===== src/rtl/rtc_upd_pkg.sv =====
package rtc_upd_pkg;

    typedef enum logic [1:0] {
        ST_COUNT   = 2'd0,
        ST_WINDOW  = 2'd1,
        ST_STOPPED = 2'd2,
        ST_DIVRST  = 2'd3
    } upd_state_t;

    localparam logic [1:0] SEL_CTRL  = 2'd0;
    localparam logic [1:0] SEL_MODE  = 2'd1;
    localparam logic [1:0] SEL_FLAGS = 2'd2;

    localparam logic [2:0] DIV_NORMAL = 3'b010;

    localparam int FREEZE_BIT = 7;
    localparam int UF_BIT     = 4;
    localparam int AF_BIT     = 5;

endpackage


===== src/rtl/rtc_ctl_regs.sv =====
module rtc_ctl_regs
    import rtc_upd_pkg::*;
(
    input  logic       clk,
    input  logic       rst,
    input  logic       wr_en,
    input  logic       rd_en,
    input  logic [1:0] addr,
    input  logic [7:0] wdata,
    input  logic       uip,
    input  logic       wrap,
    input  logic       alarm_match,
    output logic [7:0] rdata,
    output logic [2:0] div_q,
    output logic [2:0] div_d,
    output logic       freeze_q,
    output logic       freeze_d,
    output logic       uf_q,
    output logic       ev_enter,
    output logic       ev_release,
    output logic       ev_unfreeze
);

    logic [6:0] ctrl_q, ctrl_d;
    logic [7:0] mode_q, mode_d;
    logic       uf_d;
    logic       af_q, af_d;
    logic       wr_ctrl, wr_mode, rd_flags;
    logic       old_div_low, new_div_low;

    assign wr_ctrl  = wr_en && (addr == SEL_CTRL);
    assign wr_mode  = wr_en && (addr == SEL_MODE);
    assign rd_flags = rd_en && (addr == SEL_FLAGS);

    assign div_q    = ctrl_q[6:4];
    assign freeze_q = mode_q[FREEZE_BIT];

    assign old_div_low = (ctrl_q[6:4] <= DIV_NORMAL);
    assign new_div_low = (wdata[6:4] <= DIV_NORMAL);

    // divider hold / release and unfreeze events
    assign ev_enter    = wr_ctrl && (wdata[6:5] == 2'b11) && old_div_low;
    assign ev_release  = wr_ctrl && (ctrl_q[6:5] == 2'b11) && new_div_low;
    assign ev_unfreeze = wr_mode && mode_q[FREEZE_BIT] && !wdata[FREEZE_BIT]
                         && old_div_low;

    always_comb begin
        ctrl_d = ctrl_q;
        mode_d = mode_q;
        if (wr_ctrl) begin
            ctrl_d = wdata[6:0];
        end
        if (wr_mode) begin
            mode_d = wdata;
        end
    end

    assign div_d    = ctrl_d[6:4];
    assign freeze_d = mode_d[FREEZE_BIT];

    always_comb begin
        uf_d = uf_q;
        af_d = af_q;
        if (rd_flags) begin
            uf_d = 1'b0;
            af_d = 1'b0;
        end
        if (wrap) begin
            uf_d = 1'b1;
            if (alarm_match) begin
                af_d = 1'b1;
            end
        end
    end

    always_ff @(posedge clk) begin
        if (rst) begin
            ctrl_q <= {DIV_NORMAL, 4'b0000};
            mode_q <= 8'h00;
            uf_q   <= 1'b0;
            af_q   <= 1'b0;
        end else begin
            ctrl_q <= ctrl_d;
            mode_q <= mode_d;
            uf_q   <= uf_d;
            af_q   <= af_d;
        end
    end

    always_comb begin
        unique case (addr)
            SEL_CTRL:  rdata = {uip, ctrl_q};
            SEL_MODE:  rdata = mode_q;
            SEL_FLAGS: rdata = {2'b00, af_q, uf_q, 4'b0000};
            default:   rdata = 8'h00;
        endcase
    end

endmodule


===== src/rtl/rtc_phase_ctr.sv =====
module rtc_phase_ctr #(
    parameter int TICKS_PER_SEC = 1000000,
    parameter int UIP_TICKS     = 244
) (
    input  logic clk,
    input  logic rst,
    input  logic tick,
    input  logic run_q,
    input  logic load_zero,
    input  logic load_half,
    output logic wrap,
    output logic win_d
);

    localparam int PHASE_W = $clog2(TICKS_PER_SEC);
    localparam logic [PHASE_W-1:0] LAST_PHASE = PHASE_W'(TICKS_PER_SEC - 1);
    localparam logic [PHASE_W-1:0] HALF_PHASE = PHASE_W'(TICKS_PER_SEC / 2);
    localparam logic [PHASE_W-1:0] WIN_START  = PHASE_W'(TICKS_PER_SEC - UIP_TICKS);

    logic [PHASE_W-1:0] phase_q, phase_d;
    logic               step;

    assign step = tick && run_q && !load_zero && !load_half;
    assign wrap = step && (phase_q == LAST_PHASE);

    always_comb begin
        phase_d = phase_q;
        if (load_zero) begin
            phase_d = '0;
        end else if (load_half) begin
            phase_d = HALF_PHASE;
        end else if (step) begin
            phase_d = (phase_q == LAST_PHASE) ? '0 : phase_q + 1'b1;
        end
    end

    generate
        if (UIP_TICKS > 0) begin : g_window
            assign win_d = (phase_d >= WIN_START);
        end else begin : g_nowindow
            assign win_d = 1'b0;
        end
    endgenerate

    always_ff @(posedge clk) begin
        if (rst) begin
            phase_q <= '0;
        end else begin
            phase_q <= phase_d;
        end
    end

endmodule


===== src/rtl/rtc_upd_fsm.sv =====
module rtc_upd_fsm
    import rtc_upd_pkg::*;
(
    input  logic clk,
    input  logic rst,
    input  logic div_rst_d,
    input  logic run_d,
    input  logic win_d,
    input  logic wrap,
    input  logic ev_enter,
    input  logic ev_reload,
    output logic uip,
    output logic sec_advance,
    output logic latch_time,
    output logic reload_time
);

    upd_state_t state_q, state_d;

    always_ff @(posedge clk) begin
        if (rst) begin
            state_q <= ST_COUNT;
        end else begin
            state_q <= state_d;
        end
    end

    always_comb begin
        state_d = state_q;
        unique case (state_q)
            ST_COUNT: begin
                if (div_rst_d)   state_d = ST_DIVRST;
                else if (!run_d) state_d = ST_STOPPED;
                else if (win_d)  state_d = ST_WINDOW;
            end
            ST_WINDOW: begin
                if (div_rst_d)   state_d = ST_DIVRST;
                else if (!run_d) state_d = ST_STOPPED;
                else if (!win_d) state_d = ST_COUNT;
            end
            ST_STOPPED: begin
                if (div_rst_d)  state_d = ST_DIVRST;
                else if (run_d) state_d = win_d ? ST_WINDOW : ST_COUNT;
            end
            ST_DIVRST: begin
                if (!div_rst_d) begin
                    if (!run_d)     state_d = ST_STOPPED;
                    else if (win_d) state_d = ST_WINDOW;
                    else            state_d = ST_COUNT;
                end
            end
        endcase
    end

    assign uip = (state_q == ST_WINDOW);

    always_ff @(posedge clk) begin
        if (rst) begin
            sec_advance <= 1'b0;
            latch_time  <= 1'b0;
            reload_time <= 1'b0;
        end else begin
            sec_advance <= wrap;
            latch_time  <= ev_enter;
            reload_time <= ev_reload;
        end
    end

endmodule


===== src/rtl/rtc_update_ctrl.sv =====
module rtc_update_ctrl
    import rtc_upd_pkg::*;
#(
    parameter int TICKS_PER_SEC = 1000000,
    parameter int UIP_TICKS     = 244,
    parameter int TIME_W        = 24
) (
    input  logic              clk,
    input  logic              rst,
    input  logic              tick,
    input  logic              wr_en,
    input  logic              rd_en,
    input  logic [1:0]        addr,
    input  logic [7:0]        wdata,
    output logic [7:0]        rdata,
    input  logic [TIME_W-1:0] time_now,
    input  logic [TIME_W-1:0] alarm_cmp,
    output logic              uip,
    output logic              sec_advance,
    output logic              latch_time,
    output logic              reload_time
);

    logic [2:0] div_q, div_d;
    logic       freeze_q, freeze_d;
    logic       uf_q;
    logic       ev_enter, ev_release, ev_unfreeze;
    logic       run_q, run_d, div_rst_d;
    logic       wrap, win_d, alarm_match;

    assign alarm_match = (time_now == alarm_cmp);
    assign run_q       = (div_q == DIV_NORMAL) && !freeze_q;
    assign run_d       = (div_d == DIV_NORMAL) && !freeze_d;
    assign div_rst_d   = (div_d[2:1] == 2'b11);

    rtc_ctl_regs u_regs (
        .clk         (clk),
        .rst         (rst),
        .wr_en       (wr_en),
        .rd_en       (rd_en),
        .addr        (addr),
        .wdata       (wdata),
        .uip         (uip),
        .wrap        (wrap),
        .alarm_match (alarm_match),
        .rdata       (rdata),
        .div_q       (div_q),
        .div_d       (div_d),
        .freeze_q    (freeze_q),
        .freeze_d    (freeze_d),
        .uf_q        (uf_q),
        .ev_enter    (ev_enter),
        .ev_release  (ev_release),
        .ev_unfreeze (ev_unfreeze)
    );

    rtc_phase_ctr #(
        .TICKS_PER_SEC (TICKS_PER_SEC),
        .UIP_TICKS     (UIP_TICKS)
    ) u_phase (
        .clk       (clk),
        .rst       (rst),
        .tick      (tick),
        .run_q     (run_q),
        .load_zero (ev_unfreeze),
        .load_half (ev_release),
        .wrap      (wrap),
        .win_d     (win_d)
    );

    rtc_upd_fsm u_fsm (
        .clk         (clk),
        .rst         (rst),
        .div_rst_d   (div_rst_d),
        .run_d       (run_d),
        .win_d       (win_d),
        .wrap        (wrap),
        .ev_enter    (ev_enter),
        .ev_reload   (ev_release || ev_unfreeze),
        .uip         (uip),
        .sec_advance (sec_advance),
        .latch_time  (latch_time),
        .reload_time (reload_time)
    );

endmodule


===== config.mk =====
export PLATFORM = sky130hd
export DESIGN_NAME = rtc_update_ctrl
export DESIGN_NICKNAME = d
export VERILOG_FILES = /design/src/rtl/rtc_upd_pkg.sv /design/src/rtl/rtc_ctl_regs.sv /design/src/rtl/rtc_phase_ctr.sv /design/src/rtl/rtc_upd_fsm.sv /design/src/rtl/rtc_update_ctrl.sv
export SDC_FILE = /design/constraint.sdc
export NUM_CORES = 1
export LEC_CHECK = 0
export CAP_MARGIN = 20
export CORE_MARGIN = 8
export CORE_UTILIZATION = 28
export DETAILED_ROUTE_END_ITERATION = 7
export DONT_BUFFER_PORTS = 1
export GPL_TIMING_DRIVEN = 0
export SLEW_MARGIN = 20
export SYNTH_ARGS = -nofsm -noshare
export SYNTH_HDL_FRONTEND = slang
export SYNTH_SLANG_ARGS = --single-unit

===== constraint.sdc =====
create_clock -name clk -period 2.27 [get_ports clk]
set_input_delay 0.1135 -clock clk [delete_from_list [all_inputs] [get_ports clk]]
set_output_delay 0.1135 -clock clk [all_outputs]
set_load 0.005 [all_outputs]

# After elaboration in Yosys (flattened, before gate mapping)
# Cells that the tools add are included.
# totals
ff_bits	42
input_bits	63
out_inout_bits	12
elab_cells	81
# classes
addsub	1
magnitude_cmp	3
eq_ne	16
mux	24
reduce_logical	26
# ops
cell	count
$mux 20	4
$eq 24x24->1	1
$pmux 8 s3	1
$add 20x1->20 const B	1
$eq 20x20->1 const B	1
$ge 20x20->1 const B	1
$mux 2	10
$logic_and 1x1->1	16
$eq 2x2->1 const B	6
$mux 8	1
$ne 4x3->1 const B	2
$pmux 2 s4	1
$mux 7	1
$eq 3x2->1 const B	2
$le 3x2->1 const B	2
$mux 1	6
$logic_not 1->1	5
$eq 2x1->1 const B	2
$logic_not 2->1	2
$reduce_and 4->1	1
$ne 3x1->1 const B	1
$ne 2x2->1 const B	1
$reduce_bool 2->1	1
$logic_or 1x1->1	1

# Depth between registers and ports, before layout
# logic_depth
word_depth	16
ltp_mapped	9
depth_no_buf	8

# Hierarchy
# Synthesis repeated with hierarchy kept, for this count alone.
# hier_totals
cells_unflattened	308
area_unflattened_um2	2703.8
# by_module_without_submodules
module	n_inst	cells_each	area_per_inst_um2	seq_area_each_um2
rtc_phase_ctr	1	156	1253.7	400.4
rtc_ctl_regs	1	103	1013.5	340.3
rtc_update_ctrl	1	36	294.0	0.0
rtc_upd_fsm	1	13	142.6	100.1

# Worst setup path before layout
# OpenSTA, ideal clock, no wires.
# synth_path
path_kind	reg2reg
startpoint	reg u_regs.ctrl_q[5]
endpoint	reg u_fsm.state_q[0]
setup_ps	120
arrival_ps	2094
required_time_ps	2150
slack_ps	56
path_stages_with_launch	8
path_buffers	0
synth_period_minus_slack_ps	2214
cell_sequence	dfxtp_1 -> or3b_4 -> or4b_4 -> o31a_1 -> o21ai_1 -> nand2_1 -> a31oi_1 -> nand2_1
# synth_via
elab_chain_cells	13
word_cells_on_any_way	35
classes_between	order compare (2); eq/ne (8); mux (14); reduce/logical (11)
# synth_rtl
item	line_no	rtl
start: declaration	rtc_ctl_regs.sv:24	logic [6:0] ctrl_q, ctrl_d;
start signal: assignment	rtc_ctl_regs.sv:78	ctrl_q <= {DIV_NORMAL, 4'b0000};
start signal: assignment	rtc_ctl_regs.sv:83	ctrl_q <= ctrl_d;
$le 3x2->1, or another cell as far along	rtc_ctl_regs.sv:38	assign old_div_low = (ctrl_q[6:4] <= DIV_NORMAL);
$logic_and 1x1->1, on equally long branches	rtc_ctl_regs.sv:45, rtc_update_ctrl.sv:32, rtc_ctl_regs.sv:43	
$logic_not 1->1, or another cell as far along	rtc_phase_ctr.sv:23	assign step = tick && run_q && !load_zero && !load_half;
$logic_and 1x1->1 / $logic_not 1->1 (equally long branches)	rtc_phase_ctr.sv:23	
$logic_and 1x1->1	rtc_phase_ctr.sv:23	
$mux 20	rtc_phase_ctr.sv:32	end else if (step) begin
$mux 20	rtc_phase_ctr.sv:30	end else if (load_half) begin
$mux 20	rtc_phase_ctr.sv:28	if (load_zero) begin
$ge 20x20->1	rtc_phase_ctr.sv:39	assign win_d = (phase_d >= WIN_START);
$mux 1	rtc_upd_fsm.sv:43, rtc_upd_fsm.sv:48	
$mux 2, on equally long branches	rtc_upd_fsm.sv:47, rtc_upd_fsm.sv:43	
$mux 2, on equally long branches	rtc_upd_fsm.sv:46, rtc_upd_fsm.sv:42	
$pmux 2 s4	rtc_upd_fsm.sv:30	unique case (state_q)
end signal: assignment	rtc_upd_fsm.sv:24	state_q <= state_d;
end: declaration	rtc_upd_fsm.sv:18	upd_state_t state_q, state_d;
# Several ways; a longest one is shown, not always the timed one. The select of a mux whose other input is x is not followed.
# A chain may end at the register's enable or synchronous reset.

# Final worst setup path
# layout_path
startpoint	reg u_regs.ctrl_q[4]
endpoint	reg u_fsm.state_q[0]
# layout_via
elab_chain_cells	13
word_cells_on_any_way	29
classes_between	order compare (2); eq/ne (5); mux (14); reduce/logical (8)
# layout_rtl
item	line_no
$le 3x2->1 / $eq 3x2->1 (equally long branches)	rtc_ctl_regs.sv:38, rtc_update_ctrl.sv:32
$logic_and 1x1->1, on equally long branches	rtc_ctl_regs.sv:45, rtc_update_ctrl.sv:32
$logic_not 1->1 / $logic_and 1x1->1 (equally long branches)	rtc_phase_ctr.sv:23
$logic_and 1x1->1 (2 in a row)	rtc_phase_ctr.sv:23
$mux 20	rtc_phase_ctr.sv:32
$mux 20	rtc_phase_ctr.sv:30
$mux 20	rtc_phase_ctr.sv:28
$ge 20x20->1	rtc_phase_ctr.sv:39
$mux 1	rtc_upd_fsm.sv:43, rtc_upd_fsm.sv:48
$mux 2, on equally long branches	rtc_upd_fsm.sv:47, rtc_upd_fsm.sv:43
$mux 2, on equally long branches	rtc_upd_fsm.sv:46, rtc_upd_fsm.sv:42
$pmux 2 s4	rtc_upd_fsm.sv:30
# Several ways; a longest one is shown, not always the timed one. The select of a mux whose other input is x is not followed.

==> summary.txt <==
Status
  • Status: finished with violations
  • Failing checks: negative setup slack

Synth
  • Syn_nets: approximately 380
  • Synth async-reset ratio: 0%
  • Synth Warn #: 0
  • Post-synthesis mux area share: about 6%
  • Post-synthesis compound-gate area fraction: 11.66%
  • Post-Synth XOR/XNOR Area: 12.61%
  • Mapped Cells: 312
  • #FFs+latches synth: between 40 and 50
  • Fraction of the mapped netlist area in simple logic gates: 31.47%
  • Adder-cell share of the synthesized area: less than 1%
  • Largest family of logic cells by synthesized area: simple AND/OR/NAND/NOR gates
  • Distinct cells, synth: 52
  • Number of synthesized flops with an enable pin: 0
  • Avg Cell Area, Syn: 8.017 sq um
  • Cell Area, Synth: 2501 sq um
  • Sequential area share after synthesis: 33.62%
  • Top_reg_cell synth: dfxtp_1

Floorplanning
  • Core Area: between 8000 and 9000 sq um
  • IO Pins: 75
  • Num rows: 34
  • Chip width: 110.5 microns
  • Die area: around 12000 sq um
  • Die Height: 110.5 microns
  • Initial core utilization: 28.82%

Timing
  • Tightest Pin Transition: about 0.59 ns
  • Clock Skew: 0.008541 ns
  • RSZ-0062 raised after global routing: yes
  • Tmin final: 2.377 ns
  • Final hold violation count: 0
  • Hold WS: 0.05527 ns
  • Setup Viol. Count Final: 2
  • Final setup margin: -0.1067 ns
  • Fmax: 0.4208 GHz
  • Pins Over Slew Limit: 0
  • Slew headroom: 60.87%
  • Final worst path period share: 104.7%

Placement
  • RePlAce Congestion: 0.8230
  • DP Area: roughly 2600 sq um
  • HPWL Detailed: 5206 microns
  • Pre-CTS setup slack: -0.2402 ns
  • I/O Buffers: 0

Setup path
  • Slowest cell on crit path: or4_1
  • Crit-path max FO: 4
  • Critical path endpoint category: flop
  • R2R Path End: u_fsm.state_q[0]$_SDFFE_PP0P_
  • Critical path depth: 7
  • Worst reg2reg setup slack: -0.11 ns
  • Family with the most delay on the worst path: simple AND/OR/NAND/NOR gates
  • Worst path max stage delay: 0.60 ns
  • Crit path to: u_fsm.state_q[0]$_SDFFE_PP0P_
  • CP Buf/Inv Count: 0
  • Worst Path Arrival: 2.62 ns
  • Worst r2r path cells: 7
  • Crit path top cell by count: nor4_2
  • CP required: 2.51 ns
  • R2r startpoint: u_regs.ctrl_q[4]$_SDFF_PP0_
  • Crit-path cells: or3b_4, or4_1, nor4_2, o2111ai_2, nor4_2, o211ai_1, nand2_1
  • Setup CP Type: flop to flop
  • Worst Setup SP: u_regs.ctrl_q[4]$_SDFF_PP0_
  • Startpoint Class: flop

Clock tree
  • CTS max path bufs: 2
  • Worst skew pair latency: 0.30 ns
  • Root Buffer: clkbuf_8
  • Total CTS buffers: 5
  • CTS Sinks: 42
  • CTS H-Tree Depth: 2
  • Clock slew at reported path FFs: about 0.09 ns
  • CTS tree: done

Finish
  • Area growth syn-to-layout: 22.41%
  • Post-Layout Inst Area: about 3100 sq um
  • Fin nets: 403
  • Layout cell share with drive strength beyond 1: approximately 17%
  • Post-layout util: 35.28%
  • Ant diodes: 0

GRT
  • Antenna violations before repair: 0
  • Largest net degree at the start of global routing: 16
  • Number of global-route vias before repair: 2339
  • First-pass GRT wire length: about 12000 microns
  • Remaining Overflow, GRT: 0
  • Gr usage total: between 10% and 20%

Power
  • Power share of the combinational group: 12.0%
  • Clock share of power: roughly a third
  • Power per cell area: between 400 and 500 nW/um^2
  • Leakage power: around 1.1 nW
  • Switching share of power: a little over a quarter
  • Power share of the sequential group: a little over half
  • NetSw: between 0.3 and 0.4 mW
  • Int Pwr: 1.058 mW
  • Peak VDD IR: 231.0 uV
  • Overall power: between 1 and 1.5 mW

Detailed routing
  • Drt wl/cell: between 15 and 20 microns
  • Drt pass-1 iters: 4
  • Initial detailed-routing violation count: 133
  • Routed vias: 2346
  • Total Wirelength: around 7200 microns
  • Vias/cell: 5.237
  • Drc violations: 0
  • Antenna Nets Post-Route: 0

Run
  • Max_cap viols: 0

Worst hold path
  • Hold WC Path Type: input port to flop
[kinds of logic after synthesis]
kind of cell,Yosys count
AND/OR/NAND/NOR,149
XOR/XNOR,36
adder cells (fa/ha/maj),1
AO/OA/AOI/OAI,45
flip-flops,42
buffers and inverters,24
multiplexers,15
[sequential cells by signal, indices dropped and copies added (netlist names)]
register / cells
u_regs.mode_q: 8
u_phase.phase_q: 20
u_regs.ctrl_q: 7
u_regs.af_q: 1
u_fsm.latch_time: 1
u_fsm.reload_time: 1
u_fsm.state_q: 2
u_fsm.sec_advance: 1
u_regs.uf_q: 1
[through the flow]
step / instances / TNS, ns
floorplan: 312 / 0
global placement: 420 / -3.061
detailed placement: 420 / -2.590
CTS: 446 / -0.07088
global route: 448 / -0.3726
finish: 448 / -0.1523
[synthesized netlist by cell type, types with 3 or more instances]
cell type	instances	area share, %
nor2_1	37	5.6
nor3_1	6	1.2
a31oi_1	3	0.75
o21ai_0	4	0.80
mux2i_1	15	6.0
a211oi_1	3	0.90
nor4_2	3	1.5
xnor2_1	20	7.0
and3_1	3	0.75
a21oi_1	17	3.4
nand4_1	12	3.0
inv_1	8	1.2
or3_1	3	0.75
xor2_1	16	5.6
nor4_1	9	2.3
nand3_1	11	2.2
dfxtp_1	42	34
clkbuf_1	11	1.7
nand2_1	41	6.2
nand3b_1	4	1.2
[routing by layer]
metal	GRT usage [%]	part of all wire, %	up-vias
met5	0	0	-
met4	4.054	0.98	0
met3	3.463	4.4	7
met2	19.71	52	41
met1	12.97	43	1137
li1	-	-	1161
[cell usage in the layout (no fill, tap or decap), types with 3 or more instances in the layout]
cell type       n
dfxtp_1        34
nor2_1         34
a211oi_1        3
o21ai_0         3
nor3_1          6
mux2i_1        15
and3_1          3
dlygate4sd3_1  10
clkbuf_8        5
dfxtp_4         5
nand3_1        11
nand4_1        12
nand3b_1        4
nor4_1          6
or3_1           3
nor4_2          3
a31oi_1         3
xnor2_1        19
a21oi_1        17
buf_4          11
nor4_4          3
xor2_1         16
clkbuf_1        9
dfxtp_2         3
nand2_1        41
inv_1           8
[power groups by stage]
stage | Sequential [mW] | Combinational [mW] | Clock [mW]
after floorplan | 0.781 | 0.114 | 0
after global placement | 0.784 | 0.137 | 0
after detailed placement | 0.785 | 0.139 | 0
after CTS | 0.764 | 0.169 | 0.524
after global routing | 0.769 | 0.193 | 0.551
final | 0.766 | 0.173 | 0.509
[final cells by class]
type                    count  area [sq um]
plain buffers              15         75.07
clock buffers               5         68.82
clock inverters             3         23.77
fillers                   906          5617
inverters                   8         30.03
multi-input cells         246          1679
flip-flops and latches     42         863.3
well taps                 108         135.1
repair buffers             21         186.4
[how the worst min path moves through the flow]
stage	slack [ns]	depth (start not counted)	end	from
floorplan	0.23	2	u_fsm.latch_time$_SDFF_PP0_	wdata[6]
global placement	0.24	2	u_regs.ctrl_q[5]$_SDFF_PP1_	wdata[5]
detailed placement	0.24	2	u_fsm.latch_time$_SDFF_PP0_	wdata[6]
CTS	0.05	3	u_regs.af_q$_SDFF_PP0_	rd_en
global route	0.09	3	u_regs.af_q$_SDFF_PP0_	rd_en
finish	0.06	3	u_regs.af_q$_SDFF_PP0_	rd_en
[worst register-to-register path, cell delays in order, from the launching register on]
cell       delay [ns]
dfxtp_4          0.35
or3b_4           0.41
or4_1            0.60
nor4_2           0.33
o2111ai_2        0.15
nor4_2           0.25
o211ai_1         0.13
nand2_1          0.10
[what timing repair did]
item	CTS	global route
gates resized for setup	25	14
buffers inserted	9	2
hold buffers	10	0
pin swaps	18	5
endpoints found under the hold margin	16	0
setup endpoints to repair	11	19
Power figures use the tool's default switching activity.
